File: src/rtl/pksh_pkg.sv
package pksh_pkg;

    localparam int OP_W  = 3;
    localparam int IMM_W = 8;

    typedef enum logic [OP_W-1:0] {
        OP_PKDW_SS = 3'd0,
        OP_PKDW_US = 3'd1,
        OP_PKDW_TR = 3'd2,
        OP_PKWB_SS = 3'd3,
        OP_PKWB_US = 3'd4,
        OP_PKWB_TR = 3'd5,
        OP_SHUF    = 3'd6,
        OP_BAD     = 3'd7
    } op_e;

    typedef enum logic [1:0] {
        NM_SSAT  = 2'd0,
        NM_USAT  = 2'd1,
        NM_TRUNC = 2'd2
    } nmode_e;

    typedef enum logic [1:0] {
        K_PDW  = 2'd0,
        K_PWB  = 2'd1,
        K_SHUF = 2'd2,
        K_BAD  = 2'd3
    } kind_e;

    typedef struct packed {
        kind_e  kind;
        nmode_e mode;
    } dec_t;

    function automatic dec_t decode(input logic [OP_W-1:0] op);
        dec_t d;
        d.kind = K_BAD;
        d.mode = NM_TRUNC;
        case (op_e'(op))
            OP_PKDW_SS: begin d.kind = K_PDW;  d.mode = NM_SSAT;  end
            OP_PKDW_US: begin d.kind = K_PDW;  d.mode = NM_USAT;  end
            OP_PKDW_TR: begin d.kind = K_PDW;  d.mode = NM_TRUNC; end
            OP_PKWB_SS: begin d.kind = K_PWB;  d.mode = NM_SSAT;  end
            OP_PKWB_US: begin d.kind = K_PWB;  d.mode = NM_USAT;  end
            OP_PKWB_TR: begin d.kind = K_PWB;  d.mode = NM_TRUNC; end
            OP_SHUF:    begin d.kind = K_SHUF; d.mode = NM_TRUNC; end
            default:    begin d.kind = K_BAD;  d.mode = NM_TRUNC; end
        endcase
        return d;
    endfunction

endpackage

File: src/rtl/pksh_narrow.sv
module pksh_narrow
    import pksh_pkg::*;
#(
    parameter int IN_W  = 32,
    parameter int LANES = 4
) (
    input  nmode_e                         mode_i,
    input  logic [LANES*IN_W-1:0]          in_i,
    output logic [LANES*(IN_W/2)-1:0]      out_o
);
    localparam int OUT_W = IN_W / 2;
    localparam logic signed [IN_W-1:0] SMAX =
        {{(IN_W-OUT_W+1){1'b0}}, {(OUT_W-1){1'b1}}};
    localparam logic signed [IN_W-1:0] SMIN =
        {{(IN_W-OUT_W+1){1'b1}}, {(OUT_W-1){1'b0}}};
    localparam logic signed [IN_W-1:0] UMAX =
        {{(IN_W-OUT_W){1'b0}}, {OUT_W{1'b1}}};

    for (genvar i = 0; i < LANES; i++) begin : g_lane
        logic signed [IN_W-1:0] x;
        logic [OUT_W-1:0]       y;

        assign x = in_i[i*IN_W +: IN_W];

        always_comb begin
            case (mode_i)
                NM_SSAT: begin
                    if (x > SMAX)      y = {1'b0, {(OUT_W-1){1'b1}}};
                    else if (x < SMIN) y = {1'b1, {(OUT_W-1){1'b0}}};
                    else               y = x[OUT_W-1:0];
                end
                NM_USAT: begin
                    if (x[IN_W-1])     y = '0;
                    else if (x > UMAX) y = '1;
                    else               y = x[OUT_W-1:0];
                end
                default:               y = x[OUT_W-1:0];
            endcase
        end

        assign out_o[i*OUT_W +: OUT_W] = y;
    end

endmodule

File: src/rtl/pksh_shuffle.sv
module pksh_shuffle #(
    parameter int LANE_W = 16,
    parameter int LANES  = 4
) (
    input  logic [LANES*$clog2(LANES)-1:0] sel_i,
    input  logic [LANES*LANE_W-1:0]        in_i,
    output logic [LANES*LANE_W-1:0]        out_o
);
    localparam int IDX_W = $clog2(LANES);

    for (genvar k = 0; k < LANES; k++) begin : g_word
        logic [IDX_W-1:0] idx;
        assign idx = sel_i[k*IDX_W +: IDX_W];
        assign out_o[k*LANE_W +: LANE_W] = in_i[int'(idx)*LANE_W +: LANE_W];
    end

endmodule

File: src/rtl/pksh_unit.sv
module pksh_unit
    import pksh_pkg::*;
#(
    parameter int DATA_W = 64
) (
    input  logic              clk,
    input  logic              rst,
    input  logic              vld_i,
    input  logic [OP_W-1:0]   op_i,
    input  logic [IMM_W-1:0]  imm_i,
    input  logic [DATA_W-1:0] src_i,
    input  logic [DATA_W-1:0] dst_i,
    output logic              vld_o,
    output logic [DATA_W-1:0] res_o,
    output logic              err_o
);
    localparam int DW_W     = 32;
    localparam int WD_W     = 16;
    localparam int DW_LANES = 2 * DATA_W / DW_W;
    localparam int WD_LANES = 2 * DATA_W / WD_W;
    localparam int SH_LANES = DATA_W / WD_W;

    dec_t              dec;
    logic [DATA_W-1:0] pdw_res;
    logic [DATA_W-1:0] pwb_res;
    logic [DATA_W-1:0] shf_res;
    logic [DATA_W-1:0] res_n;
    logic              err_n;

    assign dec = decode(op_i);

    // destination fills the low lanes, source the high lanes
    pksh_narrow #(.IN_W(DW_W), .LANES(DW_LANES)) u_pdw (
        .mode_i (dec.mode),
        .in_i   ({src_i, dst_i}),
        .out_o  (pdw_res)
    );

    pksh_narrow #(.IN_W(WD_W), .LANES(WD_LANES)) u_pwb (
        .mode_i (dec.mode),
        .in_i   ({src_i, dst_i}),
        .out_o  (pwb_res)
    );

    pksh_shuffle #(.LANE_W(WD_W), .LANES(SH_LANES)) u_shf (
        .sel_i  (imm_i[SH_LANES*$clog2(SH_LANES)-1:0]),
        .in_i   (src_i),
        .out_o  (shf_res)
    );

    always_comb begin
        err_n = 1'b0;
        case (dec.kind)
            K_PDW:   res_n = pdw_res;
            K_PWB:   res_n = pwb_res;
            K_SHUF:  res_n = shf_res;
            default: begin
                res_n = '0;
                err_n = 1'b1;
            end
        endcase
    end

    always_ff @(posedge clk) begin
        if (rst) begin
            vld_o <= 1'b0;
            err_o <= 1'b0;
            res_o <= '0;
        end else begin
            vld_o <= vld_i;
            err_o <= vld_i & err_n;
            if (vld_i) res_o <= res_n;
        end
    end

endmodule

File: config.mk
export PLATFORM = sky130hd
export DESIGN_NAME = pksh_unit
export DESIGN_NICKNAME = d
export VERILOG_FILES = /design/src/rtl/pksh_pkg.sv /design/src/rtl/pksh_narrow.sv /design/src/rtl/pksh_shuffle.sv /design/src/rtl/pksh_unit.sv
export SDC_FILE = /design/constraint.sdc
export NUM_CORES = 1
export LEC_CHECK = 0
export BUFFER_PORTS_ARGS = -buffer_cell sky130_fd_sc_hd__clkbuf_2
export CELL_PAD_IN_SITES_DETAIL_PLACEMENT = 0
export CELL_PAD_IN_SITES_GLOBAL_PLACEMENT = 2
export CORE_AREA = 2 2 173 192
export CTS_BUF_LIST = sky130_fd_sc_hd__clkbuf_2 sky130_fd_sc_hd__clkbuf_4 sky130_fd_sc_hd__clkbuf_8
export DETAILED_ROUTE_END_ITERATION = 6
export DIE_AREA = 0 0 175 194
export PLACE_DENSITY = 0.71
export RECOVER_POWER = 25
export SLEW_MARGIN = 20
export SYNTH_ARGS = -nofsm -noshare
export SYNTH_HDL_FRONTEND = slang
export SYNTH_SLANG_ARGS = --single-unit
File: constraint.sdc
create_clock -name clk -period 2.04 [get_ports clk]
set_input_delay 0.306 -clock clk [delete_from_list [all_inputs] [get_ports clk]]
set_output_delay 0.306 -clock clk [all_outputs]
set_load 0.005 [all_outputs]
; Word level (Yosys, flattened, before mapping)
; Index checks and enable logic that the tools add are counted.
[totals]
mem_count = 0
in_bits = 142
register_bits = 66
latchBits = 0
mem_bits_rw = 0
romBits = 0
word_cells = 120
[classes]
n_mux = 63
reduce_logical = 4
order_cmp = 36
mul = 0
eq_ne = 9
div_mod_pow = 0
n_shift = 4
n_addsub = 0
bitwise_logic = 1
[op_table]
columns = cell, count
row1 = $mux 16, 16
row2 = $mux 8, 32
row3 = $shiftx 64x7->16, 4
row4 = $pmux 64 s3, 1
row5 = $gt 16x8->1 const B, 8
row6 = $gt 16x9->1 const B, 8
row7 = $gt 32x16->1 const B, 4
row8 = $gt 32x17->1 const B, 4
row9 = $lt 16x8->1 const B, 8
row10 = $lt 32x16->1 const B, 4
row11 = $pmux 16 s2, 4
row12 = $pmux 8 s2, 8
row13 = $pmux 4 s7, 1
row14 = $eq 3x3->1 const B, 3
row15 = $eq 3x2->1 const B, 2
row16 = $eq 2x1->1 const B, 2
row17 = $logic_not 2->1, 2
row18 = $eq 3x1->1 const B, 1
row19 = $logic_not 3->1, 1
row20 = $reduce_or 3->1, 1
row21 = $eq 2x2->1 const B, 1
row22 = $and 1x1->1, 1
row23 = $mux 1, 1

; Longest topological paths before layout
[depth]
ltp_word = 6
mapped_depth = 9
ltp_nobuf = 5

; By module
; From an unflattened synthesis, not the netlist that was laid out.
[hier_totals]
cells_unflattened = 924
hier_area_um2 = 8368.0
[by_module_without_submodules]
columns = mod, n_inst, seq_area_each_um2, cells_each, area_per_inst_um2
row1 = pksh_unit, 1, 1321.3, 528, 4403.0
row2 = pksh_shuffle, 1, 0.0, 80, 1696.6
row3 = pksh_narrow (u_pwb), 1, 0.0, 162, 1147.4
row4 = pksh_narrow (u_pdw), 1, 0.0, 154, 1121.1

; Worst setup path after synthesis
; OpenSTA, ideal clock, no wires.
[synth_path]
path_kind = input-to-reg
from = input port imm_i[4]
to = register res_o[37]
required_time_ps = 1920
arrival_time_ps = 2015
setup_time_ps = 120
cell_stages = 7
path_slack_ps = -95
path_cell_list = clkbuf_1 buf_2 mux4_2 nand2_1 nand2_1 a211o_1 o2bb2ai_1
[synth_via]
elab_chain_cells = 2
[synth_rtl]
columns = item, line
row1 = start: declaration, pksh_unit.sv:10  ; input logic [IMM_W-1:0] imm_i,
row2 = $shiftx 64x7->16, pksh_shuffle.sv:14  ; assign out_o[k*LANE_W +: LANE_W] = in_i[int'(idx)*LANE_W +: LANE_W];
row3 = $pmux 64 s3, pksh_unit.sv:53  ; case (dec.kind)
row4 = end signal: assignment, pksh_unit.sv:72  ; if (vld_i) res_o <= res_n;
row5 = end: declaration, pksh_unit.sv:14  ; output logic [DATA_W-1:0] res_o,
; No other way between the ends.
; A chain may end at the register's enable or synchronous reset.

; Worst setup path in the final report
[layout_path]
from = input port op_i[0]
to = register res_o[12]
[layout_via]
elab_chain_cells = 5
[layout_rtl]
columns = item, line
row1 = start: declaration, pksh_unit.sv:9  ; input logic [OP_W-1:0] op_i,
row2 = $eq 3x3->1 (tied with other cells), pksh_pkg.sv:39  ; case (op_e'(op))
row3 = $pmux 4 s7 *, pksh_pkg.sv:39
row4 = $eq 2x1->1 or $logic_not 2->1 (tied branches), pksh_narrow.sv:26  ; case (mode_i)
row5 = $pmux 8 s2 or $pmux 16 s2 (tied branches), pksh_narrow.sv:26
row6 = $pmux 64 s3 *, pksh_unit.sv:53
; Mark *: on every way between the ends. The rest lies on a longest branch, timed or not.

==> run summary <==
Hold Slack: 192 ps
Final ANT Viol Nets: 0
final setup fails: 0
Mapped Cells: 990
total power: 4.94 mW
drt total wl: 43700 um
DR WL/cell: 24.9 um
via count of the first global-routing pass: 9892
WS Path Type: in2reg
Clk pwr share: 0.260
Psw: 2.00 mW
H-Tree Depth: 3
proportion of synthesized area in mux cells: 0.187
Core Util, Final: 0.342
DIE HEIGHT: 194 um
CP Launch Type: input port
top_reg_cell synth: dfxtp_1
min-delay worst type: in2reg
post-place instance area: 10800 sq um
Crit. End Element: register
pwr dens: 451 nW/um^2
layout cell share with drive strength beyond 1: 0.387
register-to-register setup slack: 870 ps
hpwl dp: 35100 um
hold violation count in the final report: 0
EDFF count, synth: 0
CP startpoint: op_i[0]
sequential fraction of the synthesis area: 0.168
Worst-path clk slew: 100 ps
Setup crit end: res_o[12]
most common cell after layout, fill and taps aside: buf_4
max_cap viols: 0
PnR worst setup slack: 99.0 ps
Iter 0 DRT Violations: 1028
CP Max Fanout: 9
setup TNS: 0 ps
Worst Max-Slew Pin Slew: 777 ps
worst-skew pair later-pin latency: 410 ps
worst reg-to-reg path cell count: 5
hold buffer count at cts: 0
Filler cells: 3466
Ports: 208
Final Skew: 0 ps
initial antenna violation count: 2
grt ovf: 0
most frequent cells in the layout: buf_4, clkbuf_2, nand2_1
fin. max-slew vios: 0
Post-synth ARST share: 0
Crit Reg-Reg Startpoint: res_o[56]
P_int: 2.94 mW
CTS root buffer: clkbuf_8
vias per cell: 5.83
net count after synthesis: 1132
RSZ-0062 raised after global routing: no
largest net degree at the start of global routing: 31
crit path time final: 1940 ps
CTS Buffer Depth: 2
Global Route Usage Sum: 0.249
leak pwr: 4.52 nW
pre-CTS setup slack: -271 ps
row cnt: 69
Avg Inst Size Synth: 7.96 sq um
IO buf count: 207
routed vias: 10300
drt pass-1 iters: 5
Total Nets Final: 1469
Placeable Area: 32000 sq um
largest family of logic cells by synthesized area: compound AO/OA/AOI/OAI gates
XOR/XNOR Fraction of Synth Area: 0.00206
Worst EP required: 2350 ps
flops & latches, synth: 66
Peak Freq: 0.515 GHz
placed insts: 1742
Post-Synth Adder-Cell Area: 0
Cell Area, Synth: 7880 sq um
Routability Congestion: 1.00
Post-Layout Cell Count: 1759
Die W: 175 um
combinational share of power: 0.445
switch share: 0.405
initial cell density of the core: 0.246
fin area: 10900 sq um
library cells used by synthesis: 85
Reg power frac: 0.295
DRC viols: 0
CP Data Arrival Time: 2250 ps
PostCTS Resize Cnt: 0
Die ar.: 34000 sq um
Reg2Reg Capture Point: res_o[56]
Post-CTS Setup Repair Bufs: 0
Layout area overhead: 38.9%
CTS tree: yes
Synth Area in Simple Gates: 0.218
Num CTS Buffers: 9
Synthesis Warnings: 0
Multi-input gate area: 6100 sq um
Worst IR Drop VDD: 0.265 mV
Slew Limit Headroom: 0.481
Synth Area in Compound Gates: 0.367
status: completed
final period utilization: 0.951
register area: 1320 sq um
clock sinks: 66
first-pass GRT wire length: 64000 um
## cell usage after synthesis (13+ instances only)
| cell type | instances | share of area |
|---|---|---|
| nand2_1 | 168 | 0.080 |
| o211ai_1 | 16 | 0.015 |
| o2bb2ai_1 | 17 | 0.019 |
| mux2i_1 | 15 | 0.019 |
| mux4_2 | 57 | 0.16 |
| a22oi_1 | 14 | 0.013 |
| a221oi_1 | 18 | 0.020 |
| dfxtp_1 | 66 | 0.17 |
| nand2b_1 | 15 | 0.012 |
| and2_1 | 13 | 0.010 |
| nor2_1 | 25 | 0.012 |
| nand4_1 | 26 | 0.021 |
| inv_1 | 19 | 0.0091 |
| a31oi_1 | 30 | 0.024 |
| o21ai_0 | 64 | 0.041 |
| a21o_1 | 16 | 0.015 |
| a211oi_1 | 20 | 0.019 |
| buf_2 | 18 | 0.011 |
| a221o_1 | 18 | 0.023 |
| a21oi_1 | 53 | 0.034 |
| clkbuf_1 | 61 | 0.029 |
## registers in the layout, summed over array words and instances, names as in the netlist
name,count
vld_o,1
res_o,64
err_o,1
## worst max-delay path, stage by stage
cell      delay (ps)
clkbuf_2         160
buf_12           170
buf_4            160
nor3b_2          300
buf_4            180
nor2_1            40
a211oi_2         550
a211oi_1         110
a221oi_1         270
## cells by family after synthesis
kind of cell	count (synthesis)
AND/OR/NAND/NOR	341
buffers and inverters	113
multiplexers	75
AO/OA/AOI/OAI	394
XOR/XNOR	1
flip-flops	66
## layer usage
metal | vias to the layer above | routed length, um | track usage
met5 | - | 13 | 0
met4 | 2 | 1150 | 0.0787
met3 | 80 | 2930 | 0.0371
met2 | 520 | 21000 | 0.414
met1 | 5007 | 18600 | 0.331
li1 | 4645 | - | -
## worst min-delay path by stage
stage	end	slack, ps	cells after the start	from
after detailed placement	res_o[14]	510	2	res_o[14]
after global placement	res_o[8]	510	2	res_o[8]
after floorplan	res_o[15]	460	2	res_o[15]
final	res_o[2]	190	3	dst_i[2]
after CTS	res_o[3]	180	3	dst_i[3]
after global routing	res_o[0]	210	3	dst_i[0]
## cell type report
| type | count | area share |
|---|---|---|
| Multi-Input combinational cell | 811 | 0.558 |
| Timing Repair Buffer | 418 | 0.247 |
| Sequential cell | 66 | 0.121 |
| Clock inverter | 7 | 0.00697 |
| Antenna cell | 1 | 0.000229 |
| Clock buffer | 9 | 0.0113 |
| Inverter | 21 | 0.00720 |
| Tap cell | 426 | 0.0487 |
## power groups by stage
stage	Combinational (mW)	Clock, mW	Sequential [mW]
finish	2.20	1.28	1.46
global route	2.33	1.36	1.47
CTS	2.17	1.31	1.46
detailed placement	2.17	0	1.49
global placement	2.16	0	1.49
floorplan	1.05	0	1.48
Note: power is estimated with default switching activity, not from simulation.
